===== src/rtl/vsp_pkg.sv =====
package vsp_pkg;
  localparam int WORD_W = 8;
  localparam int CNT_W  = 4;

  typedef enum logic [1:0] {
    MODE_ADPCM16 = 2'd0,
    MODE_ADPCM24 = 2'd1,
    MODE_ADPCM32 = 2'd2,
    MODE_PCM64   = 2'd3
  } vsp_mode_e;

  // word length in bits for a mode code
  function automatic logic [CNT_W-1:0] len_of_mode(vsp_mode_e m);
    case (m)
      MODE_ADPCM16: return CNT_W'(2);
      MODE_ADPCM24: return CNT_W'(3);
      MODE_ADPCM32: return CNT_W'(4);
      default:      return CNT_W'(8);
    endcase
  endfunction

  function automatic logic len_valid(logic [CNT_W-1:0] n);
    return (n == CNT_W'(2)) || (n == CNT_W'(3)) ||
           (n == CNT_W'(4)) || (n == CNT_W'(8));
  endfunction

  function automatic vsp_mode_e mode_of_len(logic [CNT_W-1:0] n);
    case (n)
      CNT_W'(3): return MODE_ADPCM24;
      CNT_W'(4): return MODE_ADPCM32;
      CNT_W'(8): return MODE_PCM64;
      default:   return MODE_ADPCM16;
    endcase
  endfunction

  // ones in the low len bits
  function automatic logic [WORD_W-1:0] low_mask(vsp_mode_e m);
    logic [WORD_W:0] t;
    t = (WORD_W+1)'(1) << len_of_mode(m);
    t = t - (WORD_W+1)'(1);
    return t[WORD_W-1:0];
  endfunction

  // moves the word's MSB to bit WORD_W-1
  function automatic logic [WORD_W-1:0] left_align(logic [WORD_W-1:0] w, vsp_mode_e m);
    logic [CNT_W-1:0] sh;
    sh = CNT_W'(WORD_W) - len_of_mode(m);
    return w << sh;
  endfunction
endpackage


===== src/rtl/vsp_sync.sv =====
module vsp_sync #(
  parameter int WIDTH  = 1,
  parameter int STAGES = 2
) (
  input  logic             clk,
  input  logic             rst_n,
  input  logic [WIDTH-1:0] d,
  output logic [WIDTH-1:0] q
);
  logic [WIDTH-1:0] stage [STAGES];

  for (genvar g = 0; g < STAGES; g++) begin : g_stage
    always_ff @(posedge clk or negedge rst_n) begin
      if (!rst_n) stage[g] <= '0;
      else if (g == 0) stage[g] <= d;
      else stage[g] <= stage[(g == 0) ? 0 : g-1];
    end
  end

  assign q = stage[STAGES-1];
endmodule


===== src/rtl/vsp_rx.sv =====
module vsp_rx
  import vsp_pkg::*;
(
  input  logic              clk,
  input  logic              rst_n,
  input  logic              bclk_fall,
  input  logic              sync_lvl,
  input  logic              sync_fall,
  input  logic              data_lvl,
  output logic [WORD_W-1:0] word,
  output logic [1:0]        mode,
  output logic              ready,
  output logic              err
);
  logic [WORD_W-1:0] shreg;
  logic [CNT_W-1:0]  cnt;

  always_ff @(posedge clk or negedge rst_n) begin
    if (!rst_n) begin
      shreg <= '0;
      cnt   <= '0;
      word  <= '0;
      mode  <= '0;
      ready <= 1'b0;
      err   <= 1'b0;
    end else begin
      ready <= 1'b0;
      if (sync_fall) begin
        if (len_valid(cnt)) begin
          word  <= shreg & low_mask(mode_of_len(cnt));
          mode  <= mode_of_len(cnt);
          ready <= 1'b1;
        end else begin
          err <= 1'b1;
        end
        cnt   <= '0;
        shreg <= '0;
      end else if (bclk_fall && sync_lvl) begin
        shreg <= {shreg[WORD_W-2:0], data_lvl};
        if (cnt != '1) cnt <= cnt + CNT_W'(1);
      end
    end
  end
endmodule


===== src/rtl/vsp_tx.sv =====
module vsp_tx
  import vsp_pkg::*;
(
  input  logic              clk,
  input  logic              rst_n,
  input  logic              bclk_rise,
  input  logic              bclk_fall,
  input  logic              sync_lvl,
  input  logic [WORD_W-1:0] word_in,
  input  logic [1:0]        len_code,
  output logic              data,
  output logic              oe
);
  logic [WORD_W-1:0] shreg;
  logic [CNT_W-1:0]  rem;
  logic              armed;
  logic              start;
  logic [WORD_W-1:0] aligned;

  assign start   = bclk_rise && !oe && armed && sync_lvl;
  assign aligned = left_align(word_in, vsp_mode_e'(len_code));

  always_ff @(posedge clk or negedge rst_n) begin
    if (!rst_n) begin
      shreg <= '0;
      rem   <= '0;
      armed <= 1'b0;
      data  <= 1'b0;
      oe    <= 1'b0;
    end else begin
      if (!sync_lvl) armed <= 1'b1;
      if (start) begin
        shreg <= aligned;
        data  <= aligned[WORD_W-1];
        rem   <= len_of_mode(vsp_mode_e'(len_code)) - CNT_W'(1);
        oe    <= 1'b1;
        armed <= 1'b0;
      end else if (bclk_rise && oe && rem != '0) begin
        shreg <= shreg << 1;
        data  <= shreg[WORD_W-2];
        rem   <= rem - CNT_W'(1);
      end else if (bclk_fall && oe && rem == '0) begin
        oe   <= 1'b0;
        data <= 1'b0;
      end
    end
  end
endmodule


===== src/rtl/vsp_port.sv =====
module vsp_port
  import vsp_pkg::*;
#(
  parameter int SYNC_STAGES = 2
) (
  input  logic              clk,
  input  logic              rst_n,
  input  logic              rx_bclk,
  input  logic              rx_sync,
  input  logic              rx_data,
  output logic [WORD_W-1:0] rx_word,
  output logic [1:0]        rx_mode,
  output logic              rx_ready,
  output logic              rx_err,
  input  logic              tx_bclk,
  input  logic              tx_sync,
  input  logic [WORD_W-1:0] tx_word,
  input  logic [1:0]        tx_len,
  output logic              tx_data,
  output logic              tx_oe
);
  logic [2:0] rx_s;
  logic [1:0] tx_s;
  logic       rx_bclk_s, rx_sync_s, rx_data_s, tx_bclk_s, tx_sync_s;
  logic       rx_bclk_d, rx_sync_d, tx_bclk_d;

  // named edge events, also watched by the checker
  logic       rx_bclk_fall, rx_sync_fall, tx_bclk_rise, tx_bclk_fall;

  vsp_sync #(.WIDTH(3), .STAGES(SYNC_STAGES)) u_rx_sync (
    .clk(clk), .rst_n(rst_n), .d({rx_bclk, rx_sync, rx_data}), .q(rx_s));
  vsp_sync #(.WIDTH(2), .STAGES(SYNC_STAGES)) u_tx_sync (
    .clk(clk), .rst_n(rst_n), .d({tx_bclk, tx_sync}), .q(tx_s));

  assign {rx_bclk_s, rx_sync_s, rx_data_s} = rx_s;
  assign {tx_bclk_s, tx_sync_s}            = tx_s;

  always_ff @(posedge clk or negedge rst_n) begin
    if (!rst_n) begin
      rx_bclk_d <= 1'b0;
      rx_sync_d <= 1'b0;
      tx_bclk_d <= 1'b0;
    end else begin
      rx_bclk_d <= rx_bclk_s;
      rx_sync_d <= rx_sync_s;
      tx_bclk_d <= tx_bclk_s;
    end
  end

  assign rx_bclk_fall = rx_bclk_d & ~rx_bclk_s;
  assign rx_sync_fall = rx_sync_d & ~rx_sync_s;
  assign tx_bclk_rise = tx_bclk_s & ~tx_bclk_d;
  assign tx_bclk_fall = tx_bclk_d & ~tx_bclk_s;

  vsp_rx u_rx (
    .clk(clk), .rst_n(rst_n), .bclk_fall(rx_bclk_fall), .sync_lvl(rx_sync_s),
    .sync_fall(rx_sync_fall), .data_lvl(rx_data_s), .word(rx_word),
    .mode(rx_mode), .ready(rx_ready), .err(rx_err));

  vsp_tx u_tx (
    .clk(clk), .rst_n(rst_n), .bclk_rise(tx_bclk_rise), .bclk_fall(tx_bclk_fall),
    .sync_lvl(tx_sync_s), .word_in(tx_word), .len_code(tx_len),
    .data(tx_data), .oe(tx_oe));
endmodule


===== config.mk =====
export PLATFORM = sky130hd
export DESIGN_NAME = vsp_port
export DESIGN_NICKNAME = d
export VERILOG_FILES = /design/src/rtl/vsp_pkg.sv /design/src/rtl/vsp_sync.sv /design/src/rtl/vsp_rx.sv /design/src/rtl/vsp_tx.sv /design/src/rtl/vsp_port.sv
export SDC_FILE = /design/constraint.sdc
export NUM_CORES = 1
export LEC_CHECK = 0
export ABC_AREA = 1
export BUFFER_PORTS_ARGS = -buffer_cell sky130_fd_sc_hd__buf_2
export CAP_MARGIN = 15
export CELL_PAD_IN_SITES_DETAIL_PLACEMENT = 0
export CELL_PAD_IN_SITES_GLOBAL_PLACEMENT = 1
export CORE_MARGIN = 5
export CORE_UTILIZATION = 39
export DETAILED_ROUTE_END_ITERATION = 8
export GPL_TIMING_DRIVEN = 0
export HOLD_SLACK_MARGIN = 0.15
export PLACE_DENSITY = 0.79
export SYNTH_ARGS = -nofsm -noshare
export SYNTH_HDL_FRONTEND = slang
export SYNTH_SLANG_ARGS = --single-unit

===== constraint.sdc =====
create_clock -name clk -period 1.4 [get_ports clk]
set_input_delay 0.28 -clock clk [delete_from_list [all_inputs] [get_ports clk]]
set_output_delay 0.28 -clock clk [all_outputs]
set_load 0.01 [all_outputs]

# ---- Yosys cells after proc, flatten, opt, wreduce, memory -nomap -nowiden
# Cells that the tools add are included.
dict set report totals {
  reg_bits 51
  input_bits 17
  out_inout_bits 14
  word_cells 97
}
dict set report op_classes {
  addsub 5
  n_eq_ne 11
  shifts 2
  mux 26
  bitwise 10
  reduce_logical 25
}
# cell n
set ops {}
lappend ops {{$mux 4} 8}
lappend ops {{$pmux 4 s3} 2}
lappend ops {{$mux 8} 2}
lappend ops {{$mux 7} 2}
lappend ops {{$mux 1} 9}
lappend ops {{$and 8x8->8} 1}
lappend ops {{$eq 4x2->1 const B} 2}
lappend ops {{$logic_and 1x1->1} 8}
lappend ops {{$reduce_and 2->1} 4}
lappend ops {{$reduce_bool 2->1} 4}
lappend ops {{$shl 1x4->8 const A} 1}
lappend ops {{$shl 8x4->8} 1}
lappend ops {{$sub 4x1->4 const B} 2}
lappend ops {{$sub 8x1->8 const B} 1}
lappend ops {{$pmux 2 s3} 1}
lappend ops {{$not 1->1} 5}
lappend ops {{$add 4x1->4 const B} 1}
lappend ops {{$and 1x1->1} 4}
lappend ops {{$eq 2x1->1 const B} 2}
lappend ops {{$eq 2x2->1 const B} 2}
lappend ops {{$eq 4x3->1 const B} 1}
lappend ops {{$eq 4x4->1 const B} 1}
lappend ops {{$logic_not 2->1} 2}
lappend ops {{$logic_not 4->1} 1}
lappend ops {{8 further kinds} 12}

# ---- Longest topological paths before layout
dict set report logic_depth {
  ltp_word 13
  depth_mapped 10
  ltp_nobuf 10
}

# ---- Hierarchy
# A second synthesis with hierarchy kept.
dict set report unflattened {
  cells_unflattened 267
  area_unflattened_um2 2361.0
}
# mod n_inst cells_per_inst area_per_inst_um2 seq_area_each_um2
set by_module_without_submodules {}
lappend by_module_without_submodules {vsp_rx 1 124 1099.8 600.6}
lappend by_module_without_submodules {vsp_tx 1 117 868.3 350.3}
lappend by_module_without_submodules {{vsp_sync (u_rx_sync)} 1 9 172.7 150.1}
lappend by_module_without_submodules {{vsp_sync (u_tx_sync)} 1 6 115.1 100.1}
lappend by_module_without_submodules {vsp_port 1 11 105.1 75.1}

# ---- Worst setup path before layout
# OpenSTA, ideal clock, no wires.
dict set report synth_timing {
  path_type {reg2reg}
  start {reg u_tx.oe}
  end {reg u_tx.rem[2]}
  t_arrival_ns 1.256
  t_required_ns 1.283
  setup_slack_ns 0.027
  stages_incl_launch_ff 9
  n_path_buf 0
  period_less_slack_ns 1.373
  path_cell_list {dfrtp_1 -> inv_2 -> nand3_2 -> nand2_1 -> nand2_1 -> ha_1 -> xnor2_1 -> nand2_1 -> nand2_1}
}
dict set report synth_via {
  elab_chain_cells 5
  elab_cells_between_ends 8
  cone_classes {mux: 1; reduce/logical: 7}
}
# element line
set synth_lines {}
lappend synth_lines {{from (decl)} vsp_tx.sv:12} ;# output logic oe
lappend synth_lines {{from (signal assigned)} vsp_tx.sv:29} ;# oe <= 1'b0;
lappend synth_lines {{from (signal assigned)} vsp_tx.sv:36} ;# oe <= 1'b1;
lappend synth_lines {{from (signal assigned)} vsp_tx.sv:43} ;# oe <= 1'b0;
lappend synth_lines {{$logic_not 1->1} vsp_tx.sv:20} ;# assign start = bclk_rise && !oe && armed && sync_lvl;
lappend synth_lines {{$logic_and 1x1->1 (3 in a row)} vsp_tx.sv:20}
lappend synth_lines {{$mux 4 / $reduce_bool 2->1 (equally long branches)} -}
lappend synth_lines {{to (signal assigned)} vsp_tx.sv:35} ;# rem <= len_of_mode(vsp_mode_e'(len_code)) - CNT_W'(1);
lappend synth_lines {{to (signal assigned)} vsp_tx.sv:41} ;# rem <= rem - CNT_W'(1);
lappend synth_lines {{to (decl)} vsp_tx.sv:15} ;# logic [CNT_W-1:0] rem;
# Parallel ways exist; a longest one is shown, timed or not.
# A chain may end at the register's enable or synchronous reset.

# ---- Worst setup path in the final report
dict set report layout_timing {
  start {reg u_rx.cnt[1]}
  end {reg u_rx.word[7]}
}
dict set report layout_via {
  elab_chain_cells 11
  elab_cells_between_ends 20
  cone_classes {add/sub: 1; eq/ne: 6; shift: 1; mux: 6; bitwise: 1; reduce/logical: 5}
}
# element line
set layout_lines {}
lappend layout_lines {{from (decl)} vsp_rx.sv:16} ;# logic [CNT_W-1:0] cnt;
lappend layout_lines {{from (signal assigned)} vsp_rx.sv:40} ;# if (cnt != '1) cnt <= cnt + CNT_W'(1);
lappend layout_lines {{$eq 4x4->1, or another cell as far along} {vsp_pkg.sv:24, vsp_pkg.sv:28}}
lappend layout_lines {{$pmux 2 s3} vsp_pkg.sv:28} ;# case (n)
lappend layout_lines {{$mux 2} vsp_rx.sv:29} ;# if (len_valid(cnt)) begin
lappend layout_lines {{$mux 2} vsp_rx.sv:28} ;# if (sync_fall) begin
lappend layout_lines {{$eq 2x2->1, or another cell as far along} vsp_pkg.sv:14} ;# case (m)
lappend layout_lines {{$pmux 4 s3} vsp_pkg.sv:14}
lappend layout_lines {{$mux 4} vsp_rx.sv:29}
lappend layout_lines {{$mux 4} vsp_rx.sv:28}
lappend layout_lines {{$shl 1x4->8} vsp_pkg.sv:39} ;# t = (WORD_W+1)'(1) << len_of_mode(m);
lappend layout_lines {{$sub 8x1->8} vsp_pkg.sv:40} ;# t = t - (WORD_W+1)'(1);
lappend layout_lines {{$and 8x8->8} vsp_rx.sv:30} ;# word <= shreg & low_mask(mode_of_len(cnt));
lappend layout_lines {{to (signal assigned)} vsp_rx.sv:30}
lappend layout_lines {{to (decl)} vsp_rx.sv:10} ;# output logic [WORD_W-1:0] word,
# Parallel ways exist; a longest one is shown, timed or not. The select of a mux whose other input is x is not followed.

==> impl_metrics.env <==
export IMPL_synthDistinctLibCells=29
export IMPL_timing_fmax_mhz=688
export IMPL_deepest_level_of_the_cts_h_tree=2
export IMPL_number_of_sinks_handled_by_clock_tree_synthesis=51
export IMPL_cts_tree="built"
export IMPL_rr_worst_depth=10
export IMPL_clock_tree_root_cell="sky130_fd_sc_hd__clkbuf_8"
export IMPL_holdPathEnd="u_tx.data"
export IMPL_rr_endpoint="u_rx.word[7]"
export IMPL_grt_overflow_total=0
export IMPL_critical_path_peak_fanout=7
export IMPL_regArea_um2=1280
export IMPL_syn_nets=256
export IMPL_die_w_um=85.3
export IMPL_area_growth_syn_to_layout_pct=35.4
export IMPL_gp_congestion=0.786
export IMPL_fp_coreArea_um2=5510
export IMPL_drt_total_wl_um=4680
export IMPL_remaining_drc_errors=0
export IMPL_run_status="finished, violations left"
export IMPL_async_reset_ff_share_pct=100
export IMPL_worst_r2r_startpoint="u_rx.cnt[1]"
export IMPL_critical_path_cell_chain="inv_1 > ha_2 > inv_2 > nor2_4 > nand2_2 > nand2_2 > nand2_4 > clkbuf_16 > nand2_4 > o21ai_2"
export IMPL_global_route_usage_total_pct=13.0
export IMPL_initial_core_util_pct=40.2
export IMPL_clk_pin_slew_worst_paths_ps=100
export IMPL_synth_top_cells_by_area="sky130_fd_sc_hd__dfrtp_1 (58%), sky130_fd_sc_hd__nand2_1 (10%), sky130_fd_sc_hd__inv_1 (4.6%)"
export IMPL_required_ps=1600
export IMPL_io_buffer_count=30
export IMPL_failed_checks="setup timing"
export IMPL_die_area_um2=7280
export IMPL_num_cts_buffers=5
export IMPL_first_global_vias=1704
export IMPL_cp_num_buf_inv=3
export IMPL_setup_violations=11
export IMPL_yosysSeqAreaShare_pct=57.7
export IMPL_r2r_setup_slack_ps=-50
export IMPL_final_period_utilization_pct=104
export IMPL_lkg_pwr_nw=1.45
export IMPL_worstHoldStart="tx_word[7]"
export IMPL_synth_cell_area_um2=2210
export IMPL_critPathTopFamily="flip-flops"
export IMPL_mean_post_synth_cell_area_um2=9.42
export IMPL_route_detailed_vias_per_inst=4.78
export IMPL_syn_instance_count=235
export IMPL_layout_cells_non_filler=375
export IMPL_place_inst=337
export IMPL_power_per_cell_area_nw_per_um2=1470
export IMPL_post_route_cells_drive_above_1_share_pct=39.6
export IMPL_clk_insertion_delay_late_ps=300
export IMPL_cp_slowest_stage_delay_ps=440
export IMPL_multiInputGateArea_um2=973
export IMPL_detail_route_antenna_nets=0
export IMPL_maxcap_violations=0
export IMPL_worstHoldPathType="in -> reg"
export IMPL_timing_hold_violations_final=0
export IMPL_final_critical_path_setup_slack_ps=-53.2
export IMPL_total_power_mw=4.42
export IMPL_hold_worst_slack_ps=256
export IMPL_setup_worst_path_start_class="register"
export IMPL_dp_final_hpwl_um=3010
export IMPL_crit_path_end_kind="register"
export IMPL_ys_ff_latch=51
export IMPL_slew_headroom_pct=80.9
export IMPL_tightest_slew_ps=285
export IMPL_final_setup_tns_ps=-390
export IMPL_grt_start_max_net_pins=52
export IMPL_timing_hold_worst_path_depth=3
export IMPL_ys_dominant_reg_cell="sky130_fd_sc_hd__dfrtp_1"
export IMPL_final_max_slew_violation_count=0
export IMPL_synth_edff_count=0
export IMPL_net_total_in_the_final_layout=323
export IMPL_drt_iter0_markers=88
export IMPL_critical_path_arrival_ps=1650
export IMPL_path_class="reg -> reg"
export IMPL_antenna_found_initial=0
export IMPL_grt_first_pass_wirelength_um=7760
export IMPL_insertedDiodeCount=0
export IMPL_worst_path_cell_with_the_longest_stage_delay="sky130_fd_sc_hd__dfrtp_1"
export IMPL_fp_row_count=27
export IMPL_chipHeight_um=85.3
export IMPL_routed_via_count=1794
export IMPL_final_min_clock_period_ps=1450
export IMPL_clock_skew_ps=8.65
export IMPL_dp_slack_ps=-140
export IMPL_i_o_pin_count=31
export IMPL_layout_filler_cells=499
export IMPL_power_ir_vdd_worst_v=0.000815
export IMPL_rsz0062_at_grt="true"
export IMPL_clock_path_buffers=2
export IMPL_drtPass1Iterations=5
export IMPL_synth_warnings=0
export IMPL_synth_largest_area_cell="sky130_fd_sc_hd__dfrtp_1"
export IMPL_synth_top_cell_area_share_pct=57.7
export IMPL_drt_wirelength_per_cell_um=12.5
-- flip-flops by register name (all words and copies together) (netlist names) --
signal and flops:
rx_sync_d 1, u_tx.armed 1, u_rx.shreg 8, u_tx.shreg 7, rx_bclk_d 1, u_rx.cnt 4, u_rx_sync.stage 3, u_tx_sync.stage 2
u_rx.ready 1, u_tx_sync.q 2, u_rx.word 8, u_tx.oe 1, u_rx.err 1, u_tx.data 1, u_tx.rem 4, u_rx_sync.q 3
u_rx.mode 2, tx_bclk_d 1
-- repair_timing --
item                                   4_1_cts  5_1_grt
buffers inserted                             9       11
gates resized for setup                     14       44
setup endpoints to repair                   21       25
endpoints found under the hold margin        5        9
gates cloned                                 0        3
hold buffers                                 5        1
pin swaps                                    3       16
-- cells by family (layout without fill, tap and decap cells) --
group / Yosys count / count (layout) / share of synthesized area (%)
XOR/XNOR: 2 / 2 / 0.792
adder cells (fa/ha/maj): 4 / 4 / 2.26
AND/OR/NAND/NOR: 102 / 103 / 20.6
flip-flops: 51 / 51 / 57.7
buffers and inverters: 32 / 99 / 5.77
AO/OA/AOI/OAI: 44 / 44 / 12.9
-- layout make-up --
class                      count  share of cell area (%)
multi-input combinational    153                    32.5
timing repair inverter         1                   0.209
inverter                      31                    4.13
clock buffer                   6                    2.75
tap                           72                    3.01
buffer                         1                   0.501
clock inverter                 2                   0.543
sequential                    51                    42.6
timing repair buffer          58                    13.8
-- routing by layer --
metal  vias to the layer above  global-route usage, %  part of all wire (%)
met5                         -                      0                     0
met3                         4                   3.59                   3.8
met1                       847                   18.2                    47
li1                        908                      -                     -
met4                         0                   3.74                  0.94
met2                        35                   19.8                    48
-- report_power, final --
part	internal, mW	switching, mW
sequential	1.75	0.184
combinational	0.711	0.877
clock	0.404	0.488
-- worst reg2reg max path, delay by kind of cell, from the launching register on --
kind	cells	cell delay, ps
AOI/OAI and AO/OA	1	40
buffers and inverters	3	310
adders and majority gates	1	160
DFF	1	440
and+or+nand+nor	5	420
-- Yosys cell counts, drive strengths merged (2+ instances only) --
master	n
o31ai	4
o22ai	7
o211ai	3
nand3	19
a31oi	2
nor3	2
a21oi	6
ha	4
dfrtp	51
nand2	63
o21ai	20
inv	31
nor2	15
xnor2	2
-- metrics by stage --
step / area (um^2) / util (%)
after global routing: 3000 / 54.4
after CTS: 2710 / 49.2
final: 3000 / 54.4
after floorplan: 2210 / -
after detailed placement: 2450 / 44.6
after global placement: 2450 / 44.6
-- worst max path at each step --
| stage | start | to | slack (ps) | cells after the start |
|---|---|---|---|---|
| 3_5_place_dp | u_tx_sync.q[0] | u_tx.rem[2] | -140 | 9 |
| 3_3_place_gp | u_tx_sync.q[0] | u_tx.rem[2] | -120 | 9 |
| 4_1_cts | u_rx.cnt[1] | u_rx.word[5] | -70 | 10 |
| 5_1_grt | u_rx.cnt[1] | u_rx.word[7] | -140 | 10 |
| 6_report | u_rx.cnt[1] | u_rx.word[7] | -50 | 10 |
| 2_1_floorplan | u_tx.oe | u_tx.rem[2] | 30 | 8 |
-- layout by cell type, fill, tap and decap left out, types with 7 or more instances in the layout --
cell type and n:
sky130_fd_sc_hd__buf_2 30, sky130_fd_sc_hd__buf_4 18, sky130_fd_sc_hd__dfrtp_1 50, sky130_fd_sc_hd__inv_1 20, sky130_fd_sc_hd__inv_2 10, sky130_fd_sc_hd__nand2_1 41, sky130_fd_sc_hd__nand2_2 17, sky130_fd_sc_hd__nand3_1 16
sky130_fd_sc_hd__nor2_1 8, sky130_fd_sc_hd__o21ai_0 8, sky130_fd_sc_hd__o22ai_1 7
Power figures use the tool's default switching activity.
